$ cat src/rtl/rxs_pkg.sv
package rxs_pkg;
    localparam logic [7:0] SYNC_HI = 8'h2D;

    typedef struct packed {
        logic [15:0] sh;
        logic [4:0]  n;
        logic        locked;
    } hunt_s;

    typedef struct packed {
        logic [7:0] acc;
        logic [2:0] cnt;
    } pack_s;
endpackage

$ cat src/rtl/rxs_sync_hunt.sv
module rxs_sync_hunt
    import rxs_pkg::*;
(
    input  logic       clk,
    input  logic       rst_n,
    input  logic       clear,
    input  logic       shift_en,
    input  logic       bit_in,
    input  logic       short_mode,
    input  logic [7:0] sync_lo,
    output logic       synced
);
    hunt_s h_d, h_q;
    logic [15:0] nsh;
    logic [4:0]  nn;
    logic        hit;

    always_comb begin
        h_d = h_q;
        nsh = {h_q.sh[14:0], bit_in};
        nn  = (h_q.n == 5'd16) ? h_q.n : h_q.n + 5'd1;
        if (short_mode)
            hit = (nn >= 5'd8) && (nsh[7:0] == sync_lo);
        else
            hit = (nn == 5'd16) && (nsh == {SYNC_HI, sync_lo});
        if (clear) begin
            h_d = '0;
        end else if (shift_en && !h_q.locked) begin
            h_d.sh = nsh;
            h_d.n  = nn;
            if (hit)
                h_d.locked = 1'b1;
        end
    end

    always_ff @(posedge clk or negedge rst_n) begin
        if (!rst_n)
            h_q <= '0;
        else
            h_q <= h_d;
    end

    assign synced = h_q.locked;
endmodule

$ cat src/rtl/rxs_packer.sv
module rxs_packer
    import rxs_pkg::*;
(
    input  logic       clk,
    input  logic       rst_n,
    input  logic       clear,
    input  logic       push_bit,
    input  logic       bit_in,
    output logic       byte_done,
    output logic [7:0] byte_val,
    output logic [2:0] nbits
);
    pack_s p_d, p_q;

    always_comb begin
        p_d       = p_q;
        byte_val  = {p_q.acc[6:0], bit_in};
        byte_done = push_bit && (p_q.cnt == 3'd7);
        if (clear) begin
            p_d = '0;
        end else if (push_bit) begin
            p_d.acc = byte_val;
            p_d.cnt = p_q.cnt + 3'd1;
        end
    end

    always_ff @(posedge clk or negedge rst_n) begin
        if (!rst_n)
            p_q <= '0;
        else
            p_q <= p_d;
    end

    assign nbits = p_q.cnt;
endmodule

$ cat src/rtl/rxs_byte_fifo.sv
module rxs_byte_fifo #(
    parameter int DEPTH = 4,
    localparam int AW = $clog2(DEPTH),
    localparam int CW = $clog2(DEPTH + 1)
) (
    input  logic          clk,
    input  logic          rst_n,
    input  logic          clear_ovf,
    input  logic          push,
    input  logic [7:0]    wdata,
    input  logic          pop,
    output logic [7:0]    rdata,
    output logic [CW-1:0] count,
    output logic          ovf
);
    typedef struct packed {
        logic [DEPTH-1:0][7:0] mem;
        logic [AW-1:0]         wp;
        logic [AW-1:0]         rp;
        logic [CW-1:0]         cnt;
        logic                  ovf;
    } fifo_s;

    fifo_s f_d, f_q;
    logic  do_pop, do_push;

    always_comb begin
        f_d     = f_q;
        do_pop  = pop && (f_q.cnt != '0);
        do_push = push && ((f_q.cnt != CW'(DEPTH)) || do_pop);
        if (do_push) begin
            f_d.mem[f_q.wp] = wdata;
            f_d.wp          = f_q.wp + AW'(1);
        end
        if (do_pop)
            f_d.rp = f_q.rp + AW'(1);
        if (do_push && !do_pop)
            f_d.cnt = f_q.cnt + CW'(1);
        else if (do_pop && !do_push)
            f_d.cnt = f_q.cnt - CW'(1);
        if (clear_ovf)
            f_d.ovf = 1'b0;
        else if (push && !do_push)
            f_d.ovf = 1'b1;
    end

    always_ff @(posedge clk or negedge rst_n) begin
        if (!rst_n)
            f_q <= '0;
        else
            f_q <= f_d;
    end

    assign rdata = f_q.mem[f_q.rp];
    assign count = f_q.cnt;
    assign ovf   = f_q.ovf;
endmodule

$ cat src/rtl/rxs_sync_fifo.sv
module rxs_sync_fifo #(
    parameter int DEPTH = 4
) (
    input  logic       clk,
    input  logic       rst_n,
    input  logic       bit_valid,
    input  logic       bit_in,
    input  logic       cfg_sync_short,
    input  logic [7:0] cfg_sync_lo,
    input  logic       cfg_fill_always,
    input  logic       cfg_fill_en,
    input  logic [3:0] cfg_irq_level,
    input  logic       rd_en,
    output logic [7:0] rd_data,
    output logic       irq_n,
    output logic       overflow
);
    localparam int CW  = $clog2(DEPTH + 1);
    localparam int SBW = $clog2(DEPTH * 8 + 16);

    logic          synced, hunt_en, store_bit, byte_done;
    logic [7:0]    byte_val;
    logic [2:0]    nbits;
    logic [CW-1:0] fifo_count;
    logic [SBW-1:0] stored_bits, eff_level;

    assign hunt_en   = bit_valid && cfg_fill_en && !cfg_fill_always;
    assign store_bit = bit_valid && cfg_fill_en && (cfg_fill_always || synced);

    rxs_sync_hunt u_hunt (
        .clk        (clk),
        .rst_n      (rst_n),
        .clear      (!cfg_fill_en),
        .shift_en   (hunt_en),
        .bit_in     (bit_in),
        .short_mode (cfg_sync_short),
        .sync_lo    (cfg_sync_lo),
        .synced     (synced)
    );

    rxs_packer u_pack (
        .clk       (clk),
        .rst_n     (rst_n),
        .clear     (!cfg_fill_en),
        .push_bit  (store_bit),
        .bit_in    (bit_in),
        .byte_done (byte_done),
        .byte_val  (byte_val),
        .nbits     (nbits)
    );

    rxs_byte_fifo #(.DEPTH(DEPTH)) u_fifo (
        .clk       (clk),
        .rst_n     (rst_n),
        .clear_ovf (!cfg_fill_en),
        .push      (byte_done),
        .wdata     (byte_val),
        .pop       (rd_en),
        .rdata     (rd_data),
        .count     (fifo_count),
        .ovf       (overflow)
    );

    always_comb begin
        stored_bits = (SBW'(fifo_count) << 3) + SBW'(nbits);
        eff_level   = (cfg_irq_level == 4'd0) ? SBW'(1) : SBW'(cfg_irq_level);
        irq_n       = !(stored_bits >= eff_level);
    end
endmodule

$ cat config.mk
export PLATFORM = sky130hd
export DESIGN_NAME = rxs_sync_fifo
export DESIGN_NICKNAME = d
export VERILOG_FILES = /design/src/rtl/rxs_pkg.sv /design/src/rtl/rxs_sync_hunt.sv /design/src/rtl/rxs_packer.sv /design/src/rtl/rxs_byte_fifo.sv /design/src/rtl/rxs_sync_fifo.sv
export SDC_FILE = /design/constraint.sdc
export NUM_CORES = 1
export LEC_CHECK = 0
export ABC_AREA = 0
export BUFFER_PORTS_ARGS = -buffer_cell sky130_fd_sc_hd__buf_2
export CORE_ASPECT_RATIO = 1.25
export CORE_MARGIN = 1.5
export CORE_UTILIZATION = 59
export DETAILED_ROUTE_END_ITERATION = 12
export PLACE_DENSITY_LB_ADDON = 0.12
export SLEW_MARGIN = 20
export SYNTH_ARGS = -nofsm -noshare
export SYNTH_HDL_FRONTEND = slang
export SYNTH_HIERARCHICAL = 1
export SYNTH_SLANG_ARGS = --single-unit
$ cat constraint.sdc
create_clock -name clk -period 3.3 [get_ports clk]
set_clock_uncertainty 0.15 [all_clocks]
set_input_delay 0.495 -clock clk [delete_from_list [all_inputs] [get_ports clk]]
set_output_delay 0.495 -clock clk [all_outputs]
set_load 0.01 [all_outputs]
=== Word level (Yosys, flattened, before mapping) ===
Cells that the tools add are included.

* Bits in registers: 71
* ROM bits: 0
* Output and inout bits: 10
* Word-level logic and storage cells: 76
* Bits of input ports: 20
* Latch bits: 0
* Memories: 0
* RAM bits: 0

* Equality and inequality tests: 10
* Add/sub/neg operators: 7
* Bitwise gates (word level): 0
* Shifts and indexed selects: 0
* Divide/modulo/power cells: 0
* $mul: 0
* Magnitude comparators: 5
* Reductions and logical operators: 24
* Muxes and demuxes: 17

{| class="wikitable"
|+ Operators with widths
! operator !! count
|-
| 21-bit 2-to-1 mux || 2
|-
| 32-bit bitwise mux || 1
|-
| 10-bit 2-to-1 mux || 2
|-
| 8-bit binary-select mux with 2-bit select || 1
|-
| 8-bit demux with 2-bit select || 1
|-
| 16-bit by 14-bit == test with 1-bit output || 1
|-
| 8-bit 2-to-1 mux || 2
|-
| 1-bit logical AND || 13
|-
| 5-bit == test, second input constant || 2
|-
| 8-bit == test || 1
|-
| 2-bit by 1-bit != test with 1-bit output, second input constant || 4
|-
| 3-bit by 1-bit adder with 3-bit output, second input constant || 2
|-
| 6-bit by 3-bit adder with 6-bit output || 1
|-
| 6-bit by 4-bit greater-or-equal comparator with 1-bit output || 1
|-
| 2-bit by 3-bit < comparator with 1-bit output, second input constant || 2
|-
| 3-bit 2-to-1 mux || 2
|-
| 5-bit by 1-bit adder with 5-bit output, second input constant || 1
|-
| 5-bit by 4-bit greater-or-equal comparator with 1-bit output, second input constant || 1
|-
| 1-bit logical NOT || 5
|-
| 5-bit 2-to-1 mux || 1
|-
| 2-bit by 1-bit adder with 2-bit output, second input constant || 2
|-
| 4-bit logical NOT || 1
|-
| 1-bit 2-to-1 mux || 4
|-
| 4-bit 2-to-1 mux || 1
|-
| other kinds (8) || 9
|}

=== Longest topological paths before layout ===
* Depth after elaboration: 8
* Depth in mapped cells: 11
* Mapped depth without buffers: 10

=== Modules after synthesis ===
Netlist, hierarchy kept.

{| class="wikitable"
|+ Modules (own cells, without submodules)
! module !! instances !! seq. area each (um^2) !! area an instance (um^2) !! cells an instance
|-
| rxs_byte_fifo || 1 || 1001.0 || 1840.5 || 117
|-
| rxs_sync_hunt || 1 || 525.5 || 1134.8 || 125
|-
| rxs_packer || 1 || 250.2 || 442.9 || 36
|-
| rxs_sync_fifo || 1 || 0.0 || 130.1 || 18
|}

=== Worst setup path after synthesis ===
Ideal clock, no wire load.

* Kind: input -> register
* From: in bit_valid
* To: reg u_fifo.f_q (netlist bit u_fifo/count[2])
* Library setup time: 0.079 ns
* Buffers on the path: 1
* Arrival: 2.342 ns
* Stages on the path: 11
* Data required time: 3.071 ns
* Path slack: 0.729 ns
* Cell sequence: nand2_1 -> nor2_1 -> buf_6 -> and2_2 -> nor2b_1 -> ha_1 -> inv_1 -> fa_1 -> xor2_1 -> nor2_1 -> xor2_1

* Word-level cells in the longest chain between the ends: 7

{| class="wikitable"
|+ Ends and longest elaborated chain
! what !! RTL line !! source
|-
| from (decl) || rxs_sync_fifo.sv:6 || <nowiki>input logic bit_valid,</nowiki>
|-
| 1-bit logical AND * (2 in series) || rxs_sync_fifo.sv:28 || <nowiki>assign store_bit = bit_valid && cfg_fill_en && (cfg_fill_always || synced);</nowiki>
|-
| net store_bit || rxs_sync_fifo.sv:21 || <nowiki>logic synced, hunt_en, store_bit, byte_done;</nowiki>
|-
| 1-bit logical AND * || rxs_packer.sv:18 || <nowiki>byte_done = push_bit && (p_q.cnt == 3'd7);</nowiki>
|-
| net byte_done || rxs_sync_fifo.sv:21 ||
|-
| 1-bit logical AND * || rxs_byte_fifo.sv:30 || <nowiki>do_push = push && ((f_q.cnt != CW'(DEPTH)) || do_pop);</nowiki>
|-
| net u_fifo.do_push || rxs_byte_fifo.sv:25 || <nowiki>logic do_pop, do_push;</nowiki>
|-
| 1-bit logical NOT || rxs_byte_fifo.sv:39 || <nowiki>else if (do_pop && !do_push)</nowiki>
|-
| 1-bit logical AND || rxs_byte_fifo.sv:39 ||
|-
| 2-bit nonzero test (no source line) || - ||
|-
| to (signal assigned) || rxs_byte_fifo.sv:49 || <nowiki>f_q <= '0;</nowiki>
|-
| to (signal assigned) || rxs_byte_fifo.sv:51 || <nowiki>f_q <= f_d;</nowiki>
|-
| to (decl) || rxs_byte_fifo.sv:24 || <nowiki>fifo_s f_d, f_q;</nowiki>
|}

Mark *: on every way through the listed nets, which the timed path passes. The rest lies on a longest branch.
A chain may end at the register's enable or synchronous reset.

=== Worst setup path after layout ===
* From: reg u_pack.p_q (netlist bit u_pack/nbits[0])
* To: reg u_fifo.f_q (netlist bit u_fifo/count[2])

* Word-level cells in the longest chain between the ends: 6

{| class="wikitable"
|+ Ends and longest elaborated chain
! what !! RTL line !! source
|-
| from (decl) || rxs_packer.sv:13 || <nowiki>pack_s p_d, p_q;</nowiki>
|-
| from (signal assigned) || rxs_packer.sv:31 || <nowiki>p_q <= p_d;</nowiki>
|-
| 3-bit == test * || rxs_packer.sv:18 ||
|-
| 1-bit logical AND * || rxs_packer.sv:18 ||
|-
| net byte_done || rxs_sync_fifo.sv:21 ||
|-
| 1-bit logical AND * || rxs_byte_fifo.sv:30 ||
|-
| net u_fifo.do_push || rxs_byte_fifo.sv:25 ||
|-
| 1-bit logical NOT || rxs_byte_fifo.sv:39 ||
|-
| 1-bit logical AND || rxs_byte_fifo.sv:39 ||
|-
| 2-bit nonzero test (no source line) || - ||
|}

Marked as above.

==> results.md <==
* Outcome: finished, final reports clean
* Setup Buffers After CTS at 0
* Insertion delay to the later sink of the worst-skew pair at 0.34 ns
* Inserted Clock Buffers at 9
* Post-synthesis instance area at around 3500 µm²
* Largest area contributor in the netlist: dfrtp_1
* Die Y at 89.7 µm
* Flop-to-flop setup slack at 0.82 ns
* DRT Wirelength at 6270 µm
* Max cap viols at 0
* Multiplexer area fraction after synthesis at 0.187
* Critical Path Sink: u_fifo/count[2]
* Hold WC Path Type: primary input to flop
* Final Slew Violations at 0
* Slew HR at 0.565
* DRC at 0
* Synth Instances at around 300
* CP max FO at 6
* Yosys warnings at 6
* Vias per cell at 5.61
* WS Path Type: flop to flop
* # setup viols final at 0
* Total power at about 1.6 mW
* Final Hold Fails at 0
* WL/cell at roughly 16 µm
* First-pass GRT wire length at 10,800 µm
* Crit path required time at 3.41 ns
* Count of different cell masters after synthesis at 41
* CTS tree: done
* CTS sink cnt at 71
* Vias in the first global route at around 2,300
* Most frequent cells in the layout: 71 x dfrtp_1, 39 x nand2_1, 34 x mux2_2, 29 x buf_2, 21 x nor2_1
* Largest cells by area after synthesis: dfrtp_1 50%, mux2_2 11%, mux4_2 5.1%
* P&R area growth vs syn at 10.2%
* CTS clock-pin slew for the worst setup and hold paths at 0.07 ns
* Worst Tran Pin Value at 0.653 ns
* Synth Area per Inst at 12.0 µm²
* Worst IR Drop VDD at 0.463 mV
* Nets@finish at between 300 and 400
* Worst EP arrival at 2.59 ns
* Startpoint Class: flop
* Total GRT Usage at 0.219
* CP Cell Sequence: ha_1 > ha_1 > and2_2 > nor2b_1 > ha_1 > inv_1 > fa_1 > xor2_1 > nor2_1 > xor2_1
* Max frequency at slightly above 400 MHz
* First drt pass iteration count at 4
* CP max stage cell: dfrtp_1
* Largest net degree at the start of global routing at 26
* RSZ-0062 raised after global routing: no
* Iteration-0 DRC count of the detailed router at 142
* Post-synth top area share at 0.501
* Cell area power density at between 400 and 500 nW/µm²
* Post-synthesis adder-cell area fraction at 0.0515
* Initial Util at 0.610
* Gpl congestion at 0.777
* CORE AREA at 5820 µm²
* Critical Path Most Common Cell: ha_1
* Register bit total from synthesis at 71
* Synth Area in XOR/XNOR at 0.0518
* Die area at 6490 µm²
* Post-route setup TNS at 0 ns
* Simple logic cell fraction of the synthesized area at 0.103
* Minimum clock period at between 2 and 2.5 ns
* Cells on worst reg2reg path at 10
* Vias at 2,221
* ANT nets after route at 0
* R2r endpoint: u_fifo/count[2]
* Ant. Diodes at 0
* Clk buf depth at 2
* FP Rows at 31
* Period utilization at 0.752
* Largest family of logic cells by synthesized area: multiplexers
* Worst Setup SP: u_pack/nbits[0]
* Root buffer cell: clkbuf_8
* Syn_nets at 330
* Synth Area in Compound Gates at 0.0652
* IO Pins at 30
* CP Capture Type: flop
* Die X at 72.4 µm
* Grt ovf at 0
* Layout cells sized above 1 at 0.306
* Worst r2r src: u_pack/nbits[0]
* Sequential area share after synthesis at 0.501
* Hpwl dp at 4340 µm
* H-Tree Depth at 3
* IO Port Bufs at 29
* P_leak at 1.86 nW
* Initial antenna violation count at 0
* Most common cell after layout, fill and taps aside: dfrtp_1
* CP max stage delay at 0.39 ns
worst min path at each step:
stage                        start         endpoint  slack [ns]  depth (start not counted)
finish                      bit_in    u_hunt/h_q[6]        0.32                          3
global route        cfg_sync_short    u_hunt/synced        0.34                          3
CTS                         bit_in    u_hunt/h_q[6]        0.31                          3
detailed placement  u_fifo/f_q[24]   u_fifo/f_q[24]        0.34                          1
global placement    u_fifo/f_q[12]   u_fifo/f_q[12]        0.33                          1
floorplan                    rst_n  u_fifo/count[0]        0.05                          0
cell families after synthesis:
family                   after synthesis
AO/OA/AOI/OAI                         33
buffers and inverters                 28
XOR/XNOR                              21
flip-flops                            71
adder cells (fa/ha/maj)               14
multiplexers                          52
AND/OR/NAND/NOR                       77
stage by stage:
stage	utilization	setup WS, ns	hold slack, ns	instances	area, µm²
global route	0.672	0.591	0.340	396	3910
finish	0.672	0.818	0.324	396	3910
CTS	0.672	0.770	0.312	396	3910
floorplan	-	0.729	0.0494	296	3550
detailed placement	0.638	0.638	0.342	379	3710
global placement	0.638	0.735	0.335	379	3710
worst max-delay path: cells and delay by family (launching register included):
family	cells	cell delay, ns
xor gates and xnor gates	2	0.31
adders and majority gates	4	0.92
buffers and inverters	1	0.06
DFF	1	0.39
and+or+nand+nor	3	0.57
sequential cells by signal (all words and copies together) (netlist names):
| signal | count |
|---|---|
| u_fifo/count | 3 |
| u_fifo/f_q | 36 |
| u_fifo/ovf | 1 |
| u_hunt/h_q | 20 |
| u_hunt/synced | 1 |
| u_pack/byte_val | 7 |
| u_pack/nbits | 3 |
final cells by class:
class	count	area, µm²
clock buffers	13	149
clock inverters	3	42.5
fillers	468	1910
inverters	11	41.3
multi-input cells	197	1630
flip-flops and latches	71	1780
well taps	66	82.6
repair buffers	35	193
layer usage:
metal  vias to the layer above  track usage  wire, µm
met4                         0       0.0896        85
li1                       1076            -         -
met3                         7       0.0437       174
met1                      1096        0.282      2850
met2                        42        0.360      3170
met5                         -            0         0
timing repair:
action                    in CTS  in global routing
resized for setup              0                  0
hold buffers                   1                  0
hold endpoints to repair      22                  0
power breakdown:
group          switching (mW)  internal (mW)
Clock                   0.302          0.369
Combinational          0.0490         0.0272
Sequential            0.00426          0.873
Total                   0.355           1.27
Yosys cell counts:
cell       instances
o2111a_1           1
nand2_1           39
o211ai_1           1
mux2_2            34
nand4_1            3
buf_6              2
a32oi_1            1
nor3_1             1
nor2_2             4
nor2b_1            2
o31ai_1            1
mux4_2             8
o311ai_0           1
inv_1             11
buf_2              6
and2_2             1
nor4b_2            1
a31oi_1            3
xor2_1             8
nor3b_1            2
a2111oi_2          2
a22oi_1            1
a21oi_1           17
xnor2_1           13
ha_1              13
fa_1               1
o21a_1             1
nor2_1            21
nand2b_1           1
buf_4              4
nor4b_4            1
clkbuf_2           2
clkbuf_1           2
a31o_2             1
a311oi_1           1
a211o_1            1
and4_4             1
dfrtp_1           71
a211oi_2           1
buf_1              1
mux2i_1           10
(Power assumes the default switching activity.)
